==> config.mk <==
export PLATFORM = sky130hd
export DESIGN_NAME = gate_drive_ctrl
export DESIGN_NICKNAME = d
export VERILOG_FILES = /design/src/rtl/gdc_pkg.sv /design/src/rtl/gdc_deglitch.sv /design/src/rtl/gdc_link_watchdog.sv /design/src/rtl/gdc_protect.sv /design/src/rtl/gate_drive_ctrl.sv
export SDC_FILE = /design/constraint.sdc
export NUM_CORES = 1
export LEC_CHECK = 0
export BUFFER_PORTS_ARGS = -buffer_cell sky130_fd_sc_hd__buf_2
export CAP_MARGIN = 15
export CORE_MARGIN = 5
export CORE_UTILIZATION = 56
export CTS_BUF_LIST = sky130_fd_sc_hd__clkbuf_16
export DETAILED_ROUTE_END_ITERATION = 7
export PLACE_DENSITY = 0.82
export SLEW_MARGIN = 20
export SYNTH_ARGS = -nofsm -noshare
export SYNTH_HDL_FRONTEND = slang
export SYNTH_HIERARCHICAL = 1
export SYNTH_SLANG_ARGS = --single-unit
==> constraint.sdc <==
create_clock -name clk -period 2.85 [get_ports clk]
set_input_delay 0.285 -clock clk [delete_from_list [all_inputs] [get_ports clk]]
set_output_delay 0.285 -clock clk [all_outputs]
set_load 0.05 [all_outputs]
==> src/rtl/gdc_pkg.sv <==
package gdc_pkg;
    typedef enum logic [1:0] {
        SRC_OFF  = 2'b00,
        SRC_HIGH = 2'b01,
        SRC_HIZ  = 2'b10
    } src_state_t;

    typedef struct packed {
        src_state_t src;
        logic       sink;
        logic       clamp;
    } drv_out_t;

    localparam drv_out_t SAFE_PATTERN = '{src: SRC_HIZ, sink: 1'b1, clamp: 1'b1};
endpackage

==> src/rtl/gdc_deglitch.sv <==
module gdc_deglitch #(
    parameter int GLITCH_CYC = 3
) (
    input  logic clk,
    input  logic rst_n,
    input  logic raw,
    output logic filt
);
    localparam int CW = $clog2(GLITCH_CYC + 1);

    typedef struct packed {
        logic          lvl;
        logic [CW-1:0] cnt;
    } dg_t;

    dg_t st_d, st_q;

    always_comb begin
        st_d = st_q;
        if (raw == st_q.lvl) begin
            st_d.cnt = '0;
        end else if (st_q.cnt == CW'(GLITCH_CYC - 1)) begin
            st_d.lvl = raw;
            st_d.cnt = '0;
        end else begin
            st_d.cnt = st_q.cnt + 1'b1;
        end
    end

    always_ff @(posedge clk or negedge rst_n) begin
        if (!rst_n) st_q <= '0;
        else        st_q <= st_d;
    end

    assign filt = st_q.lvl;
endmodule

==> src/rtl/gdc_link_watchdog.sv <==
module gdc_link_watchdog #(
    parameter int LINK_TIMEOUT = 64
) (
    input  logic clk,
    input  logic rst_n,
    input  logic heartbeat,
    output logic link_lost
);
    localparam int CW = $clog2(LINK_TIMEOUT + 1);

    typedef struct packed {
        logic          lost;
        logic [CW-1:0] cnt;
    } wd_t;

    wd_t st_d, st_q;

    always_comb begin
        st_d = st_q;
        if (heartbeat) begin
            st_d.cnt  = '0;
            st_d.lost = 1'b0;
        end else if (st_q.cnt == CW'(LINK_TIMEOUT - 1)) begin
            st_d.lost = 1'b1;
        end else begin
            st_d.cnt = st_q.cnt + 1'b1;
        end
    end

    always_ff @(posedge clk or negedge rst_n) begin
        if (!rst_n) st_q <= '{lost: 1'b1, cnt: '0};
        else        st_q <= st_d;
    end

    assign link_lost = st_q.lost;
endmodule

==> src/rtl/gdc_protect.sv <==
module gdc_protect (
    input  logic clk,
    input  logic rst_n,
    input  logic vh_above_on,
    input  logic vh_below_off,
    input  logic ot_trip,
    input  logic ot_cool,
    output logic uv_lat,
    output logic ot_lat
);
    typedef struct packed {
        logic uv;
        logic ot;
    } pr_t;

    pr_t st_d, st_q;

    always_comb begin
        st_d = st_q;
        if (vh_below_off)     st_d.uv = 1'b1;
        else if (vh_above_on) st_d.uv = 1'b0;
        if (ot_trip)          st_d.ot = 1'b1;
        else if (ot_cool)     st_d.ot = 1'b0;
    end

    always_ff @(posedge clk or negedge rst_n) begin
        if (!rst_n) st_q <= '{uv: 1'b1, ot: 1'b0};
        else        st_q <= st_d;
    end

    assign uv_lat = st_q.uv;
    assign ot_lat = st_q.ot;
endmodule

==> src/rtl/gate_drive_ctrl.sv <==
module gate_drive_ctrl
    import gdc_pkg::*;
#(
    parameter int GLITCH_CYC   = 3,
    parameter int LINK_TIMEOUT = 64
) (
    input  logic       clk,
    input  logic       rst_n,
    input  logic       in_pos,
    input  logic       in_neg,
    input  logic       vh_above_on,
    input  logic       vh_below_off,
    input  logic       ot_trip,
    input  logic       ot_cool,
    input  logic       heartbeat,
    input  logic       gate_low,
    input  logic       stby_req,
    output logic [1:0] src_drive,
    output logic       sink_en,
    output logic       clamp_en
);
    localparam int NUM_IN = 2;

    logic [NUM_IN-1:0] raw_in;
    logic [NUM_IN-1:0] filt_in;
    logic              uv_lat;
    logic              ot_lat;
    logic              link_lost;
    logic              safe;
    logic              cmd_on;

    drv_out_t out_d, out_q;

    assign raw_in = {in_neg, in_pos};

    for (genvar g = 0; g < NUM_IN; g++) begin : g_dg
        gdc_deglitch #(.GLITCH_CYC(GLITCH_CYC)) u_dg (
            .clk  (clk),
            .rst_n(rst_n),
            .raw  (raw_in[g]),
            .filt (filt_in[g])
        );
    end

    gdc_protect u_prot (
        .clk         (clk),
        .rst_n       (rst_n),
        .vh_above_on (vh_above_on),
        .vh_below_off(vh_below_off),
        .ot_trip     (ot_trip),
        .ot_cool     (ot_cool),
        .uv_lat      (uv_lat),
        .ot_lat      (ot_lat)
    );

    gdc_link_watchdog #(.LINK_TIMEOUT(LINK_TIMEOUT)) u_wd (
        .clk      (clk),
        .rst_n    (rst_n),
        .heartbeat(heartbeat),
        .link_lost(link_lost)
    );

    assign safe   = uv_lat | ot_lat | link_lost | stby_req;
    assign cmd_on = filt_in[0] & ~filt_in[1];

    always_comb begin
        if (safe) begin
            out_d = SAFE_PATTERN;
        end else if (cmd_on) begin
            out_d = '{src: SRC_HIGH, sink: 1'b0, clamp: 1'b0};
        end else begin
            out_d = '{src: SRC_OFF, sink: 1'b1, clamp: gate_low};
        end
    end

    always_ff @(posedge clk or negedge rst_n) begin
        if (!rst_n) out_q <= SAFE_PATTERN;
        else        out_q <= out_d;
    end

    assign src_drive = out_q.src;
    assign sink_en   = out_q.sink;
    assign clamp_en  = out_q.clamp;
endmodule

==> results of run 1 <==
==> worst paths after layout <==
path,slack [ns],endpoint
min in group asynchronous,0.51,g_dg[0].u_dg/filt
max in group asynchronous,2.01,sink_en
hold / removal,0.21,u_prot/ot_lat
hold reg to reg,0.47,g_dg[1].u_dg/st_q[1]
setup reg to reg,1.53,u_wd/st_q[4]
setup / recovery,1.53,u_wd/st_q[4]
==> logic make-up after synthesis <==
family / Yosys count / share of synthesized area, %
AO/OA/AOI/OAI: 14 / 10.4
AND/OR/NAND/NOR: 25 / 22.2
flip-flops: 20 / 57.9
multiplexers: 2 / 3.43
XOR/XNOR: 2 / 2.00
buffers and inverters: 6 / 2.57
adder cells (fa/ha/maj): 1 / 1.43
==> timing repair <==
| action | CTS | global route |
|---|---|---|
| hold buffers | 1 | 0 |
| buffers inserted | 0 | 0 |
| hold endpoints to repair | 15 | 0 |
| resized for setup | 0 | 0 |
==> cells in the final DEF, fill, tap and decap left out, types with 2 or more instances in the layout <==
cell	instances
nor2b_1	2
a21o_1	2
o21ai_0	4
dfrtp_1	15
and2_1	2
nor2b_4	2
nand2b_1	4
nor3b_1	3
a31oi_1	2
xnor2_1	2
nor3_1	4
a21oi_1	3
clkbuf_16	3
inv_1	5
buf_2	14
dfstp_2	5
mux2_4	2
==> per-layer routing <==
metal / up-vias / routed length (microns) / track usage [%]
met2: 8 / 697 / 23.5
met1: 274 / 645 / 16.3
met4: 0 / 5 / 1.31
li1: 281 / - / -
met3: 2 / 58 / 3.01
met5: - / 0 / 0
==> cell type report <==
| cell class | count | share of cell area [%] |
|---|---|---|
| tap | 16 | 1.91 |
| multi-input combinational | 44 | 32.9 |
| sequential | 20 | 48.3 |
| clock inverter | 1 | 0.358 |
| inverter | 5 | 1.79 |
| clock buffer | 3 | 7.15 |
| timing repair buffer | 15 | 7.63 |
==> flip-flops by register name, indices dropped and copies added, names as in the netlist <==
register        cells
src_drive           2
u_wd/st_q           7
sink_en             1
g_dg.u_dg/filt      2
clamp_en            1
u_prot/ot_lat       1
g_dg.u_dg/st_q      4
u_prot/uv_lat       1
u_wd/link_lost      1
==> report_power, final <==
| part | internal (mW) | total [mW] | switching [mW] |
|---|---|---|---|
| clock | 0.186 | 0.278 | 0.0918 |
| sequential | 0.332 | 0.376 | 0.0437 |
| combinational | 0.0796 | 0.131 | 0.0518 |
==> stage by stage <==
stage / setup slack, ns / hold WS [ns] / cells / instance area [sq um] / util [%]
2_1_floorplan: 1.60 / -0.0106 / 70 / 875 / -
3_3_place_gp: 1.57 / 0.245 / 99 / 961 / 64.5
3_5_place_dp: 1.54 / 0.249 / 99 / 961 / 64.5
4_1_cts: 1.52 / 0.215 / 104 / 1050 / 70.5
5_1_grt: 1.42 / 0.222 / 104 / 1050 / 70.5
6_report: 1.53 / 0.214 / 104 / 1050 / 70.5
==> worst reg2reg max path, cell delays in order, from the launching register on <==
cell	delay, ns
dfrtp_1	0.40
ha_1	0.24
and2_1	0.22
and4_2	0.24
nor3_1	0.15
==> impl_metrics.yaml, run 1 <==
layout:
  insertedDiodeCount: 0
  fillers: 105
  regArea_sq_um: 507
  nNetsFinal: 101
  multi_input_area_sq_um: 345
  layout-drive-gt1-share_pct: 36.4
  area_growth_pct: 20.0
global_routing:
  grt_pass1_wl_mm: 2.60
  grt_util_all_layers_pct: 13.1
  antenna_found_initial: 0
  grt_max_degree: 21
  grt_pass1_vias: 602
  grt_overflow_total: 0
setup_path:
  path_cells: "ha_1, and2_1, and4_2, nor3_1"
  critPathLaunchType: "flop"
  endpoint_kind: "flop"
  path_delay_family: "simple AND/OR/NAND/NOR gates"
  rr_worst_depth: 4
  critPathBufInv: 0
  cp.arrival_ns: 1.48
  cp.required_ns: 3.01
  cp_num_cells: 4
  slowest_delay_ns: 0.40
  reg2reg_from: "u_wd/st_q[0]"
  cpMaxStageDelayCell: "dfrtp_1"
  cp_max_fo: 5
  crit_type: "flop to flop"
  startpoint: "u_wd/st_q[0]"
die:
  die_w_microns: 49.5
  num_rows: 14
  design.die.area_sq_um: 2450
  top_level_ports: 15
  coreArea_sq_um: 1490
  start_util_pct: 58.7
  die_y_microns: 49.5
power_and_ir_drop:
  p_total_uw: 785
  cellLeakagePower_nw: 0.477
  ir_drop_mv: 0.527
  powerDensity_nw_per_um2: 748
cts:
  cts_tree: "done"
  cts_buffers: 3
  root_buffer: "clkbuf_16"
  cts.path.max_buffers: 2
  path_clk_slew_ns: 0.05
  insertion_delay_ns: 0.24
  htree_levels: 1
  cts_sinks: 20
min_path:
  min-delay-start: "ot_trip"
  hold_class: "input pin to flop"
  whs_path_depth: 2
sta:
  worst_pin_slew_ns: 0.422
  relSlewSlack_pct: 71.9
  final.setup.tns_ns: 0
  clock.fmax_ghz: 0.759
  period_needed_ns: 1.32
  fin_worst_skew_ns: 0.00187
  finalHoldViolCount: 0
  timing.final.crit_share_pct: 46.2
  setup_viol: 0
  rsz0062_at_grt: "false"
  slew_violations: 0
synthesis:
  syn_nets: 82
  yosysSeqAreaShare_pct: 57.9
  syn_area_sq_um: 875
  synthTopCellsByArea: "dfrtp_1, dfstp_2, mux2_4"
  synth_ff_type: "dfrtp_1"
  ys_types: 28
  synth_most_common_cell: "dfrtp_1"
  yosysTopAreaCellShare_pct: 42.9
  synth-async-reset-ratio_pct: 100
  synth_largest_area_cell: "dfrtp_1"
  yosysWarnings: 6
  ys_seq_elements: 20
  synth_commonest_cells: "dfrtp_1, dfstp_2, inv_1"
  syn_area_per_cell_sq_um: 12.5
  synthCells: 70
  synth_edf_count: 0
routing:
  firstDrtPassIters: 3
  num_vias: 565
  via_per_inst: 5.43
  totalWireLength_mm: 1.41
  first_iter_violations: 5
  drc: 0
  ant_nets: 0
  drt-wirelength-per-cell_microns: 13.5
place:
  routabilityCongestion: 0.826
  portBuffers: 14
  post-dp-hpwl_mm: 1.04
run_status:
  status: "complete, no violations"
run:
  maxCapViolCount: 0
Note: power is estimated with default switching activity, not from simulation.
==> inputs of run 2 (changes only) <==
--- a/config.mk
+++ b/config.mk
@@ -8,10 +8,10 @@
 export BUFFER_PORTS_ARGS = -buffer_cell sky130_fd_sc_hd__buf_2
 export CAP_MARGIN = 15
 export CORE_MARGIN = 5
-export CORE_UTILIZATION = 56
+export CORE_UTILIZATION = 47
 export CTS_BUF_LIST = sky130_fd_sc_hd__clkbuf_16
 export DETAILED_ROUTE_END_ITERATION = 7
-export PLACE_DENSITY = 0.82
+export PLACE_DENSITY = 0.73
 export SLEW_MARGIN = 20
 export SYNTH_ARGS = -nofsm -noshare
 export SYNTH_HDL_FRONTEND = slang
==> constraint.sdc (replaced) <==
create_clock -name clk -period 1.05 [get_ports clk]
set_input_delay 0.105 -clock clk [delete_from_list [all_inputs] [get_ports clk]]
set_output_delay 0.105 -clock clk [all_outputs]
set_load 0.05 [all_outputs]
==> run 2 against run 1 <==
Compared with the run above:
- the flow now finishes with violations (negative setup slack)
- die area rose by 15%
- wire length rose by 14%
- worst hold slack got worse by 0.18 ns
- design area rose by 11%
==> impl_metrics.yaml, run 2 (synthesized netlist as in run 1, its figures left out) <==
cts:
  cts.path.max_buffers: 2
  cts_tree: "done"
  insertion_delay_ns: 0.25
  cts_sinks: 20
  htree_levels: 1
  cts_buffers: 3
  root_buffer: "clkbuf_16"
  path_clk_slew_ns: 0.05
layout:
  top_register: "u_wd/st_q"
  layout-drive-gt1-share_pct: 47.9
  nNetsFinal: 107
  stdcell_count: 119
  insertedDiodeCount: 0
  fin_area_sq_um: 1170
  layout_commonest_cell: "dfrtp_1"
  final_util_pct: 66.8
  largest_reg_flops: 7
  area_growth_pct: 33.3
  top_regs: "u_wd/st_q: 7 flops, g_dg.u_dg/st_q: 4 flops"
  layout_common_cells: "dfrtp_1, buf_2, buf_4"
run:
  maxCapViolCount: 0
min_path:
  holdPathEnd: "u_prot/ot_lat"
  min-delay-start: "ot_trip"
  whs_path_depth: 2
  hold_class: "input pin to flop"
setup_path:
  crit_type: "flop to flop"
  critPathLaunchType: "flop"
  worstReg2RegEnd: "u_wd/st_q[5]"
  endpoint_kind: "flop"
  cp.arrival_ns: 1.37
  cp_max_fo: 4
  reg2reg_from: "u_wd/st_q[0]"
  rr_worst_depth: 5
  cp.required_ns: 1.20
  r2r_slack_ns: -0.17
power_and_ir_drop:
  p_switching_uw: 525
  cellInternalPower_mw: 1.64
  power_frac_comb_pct: 17.9
  powerDensity_nw_per_um2: 1860
  p_total_mw: 2.17
  p_seq_share_pct: 47.0
  clkPwrFrac_pct: 35.1
  switching_share_pct: 24.2
  cellLeakagePower_nw: 0.517
  ir_drop_mv: 1.30
die:
  die_w_microns: 53.1
  start_util_pct: 50.1
  num_rows: 15
  coreArea_sq_um: 1750
  top_level_ports: 15
  die_y_microns: 53.1
  design.die.area_sq_um: 2820
routing:
  first_iter_violations: 1
  drt-wirelength-per-cell_microns: 13.5
  firstDrtPassIters: 4
  num_vias: 596
  ant_nets: 0
  totalWireLength_mm: 1.61
  drc: 0
  via_per_inst: 5.01
run_status:
  violations: "negative setup slack"
  status: "finished, violations left"
place:
  portBuffers: 14
  routabilityCongestion: 0.784
  place_area_sq_um: 1010
  post-dp-hpwl_mm: 1.12
  numPlacedInstances: 113
  pre_cts_ws_ns: -0.128
sta:
  timing.final.crit_share_pct: 116
  clock.fmax_ghz: 0.820
  setup_viol: 7
  worst_pin_slew_ns: 0.430
  period_needed_ns: 1.22
  fin_worst_skew_ns: 0.00280
  relSlewSlack_pct: 71.3
  fin_ws_ns: -0.169
  holdWs_ns: 0.0332
  rsz0062_at_grt: "true"
  slew_violations: 0
  finalHoldViolCount: 0
  final.setup.tns_ns: -0.745
global_routing:
  antenna_found_initial: 0
  grt_max_degree: 21
  grt_overflow_total: 0
  grt_util_all_layers_pct: 14.0
  grt_pass1_vias: 633
  grt_pass1_wl_mm: 2.76
-- run 2: worst max path at each step --
stage / depth (start not counted) / endpoint / slack [ns] / start
floorplan: 4 / u_wd/st_q[2] / -0.11 / u_wd/st_q[0]
detailed placement: 4 / u_wd/st_q[1] / -0.13 / u_wd/st_q[1]
CTS: 4 / u_wd/st_q[2] / -0.13 / u_wd/st_q[0]
global placement: 4 / u_wd/st_q[2] / -0.09 / u_wd/st_q[1]
finish: 5 / u_wd/st_q[5] / -0.17 / u_wd/st_q[0]
global route: 5 / u_wd/st_q[5] / -0.22 / u_wd/st_q[0]
-- run 2: metal layers --
metal  global-route usage [%]  share of wire (%)
met3                     2.54                4.7
met1                     18.1                 43
met2                     22.5                 51
met4                     6.38               0.81
met5                        0                  0
-- run 2: power by group through the flow --
stage,registers [mW],logic (mW),clock network (mW)
3_3_place_gp,1.02,0.358,0
4_1_cts,1.02,0.389,0.774
6_report,1.02,0.387,0.762
5_1_grt,1.04,0.436,0.813
2_1_floorplan,1.03,0.268,0
3_5_place_dp,1.03,0.373,0
-- run 2: critical path: stages (launching register included) --
cell and delay, ns:
dfrtp_1 0.38, buf_4 0.13, buf_4 0.11, and3_4 0.21
a31oi_2 0.09, a311oi_2 0.19
-- run 2: area by class of cell --
type / count / area [sq um]
repair buffers: 21 / 144
clock buffers: 3 / 75.1
flip-flops and latches: 20 / 507
fillers: 126 / 579
well taps: 25 / 31.3
multi-input cells: 44 / 387
inverters: 5 / 18.8
clock inverters: 1 / 3.75
-- run 2: what timing repair did --
action                                  4_1_cts  5_1_grt
pin swaps                                     5        3
resized for setup                             7        7
endpoints found under the setup margin       10        8
hold endpoints to repair                     15        0
cloned                                        0        0
buffers inserted                              1        0
hold buffers                                  1        0
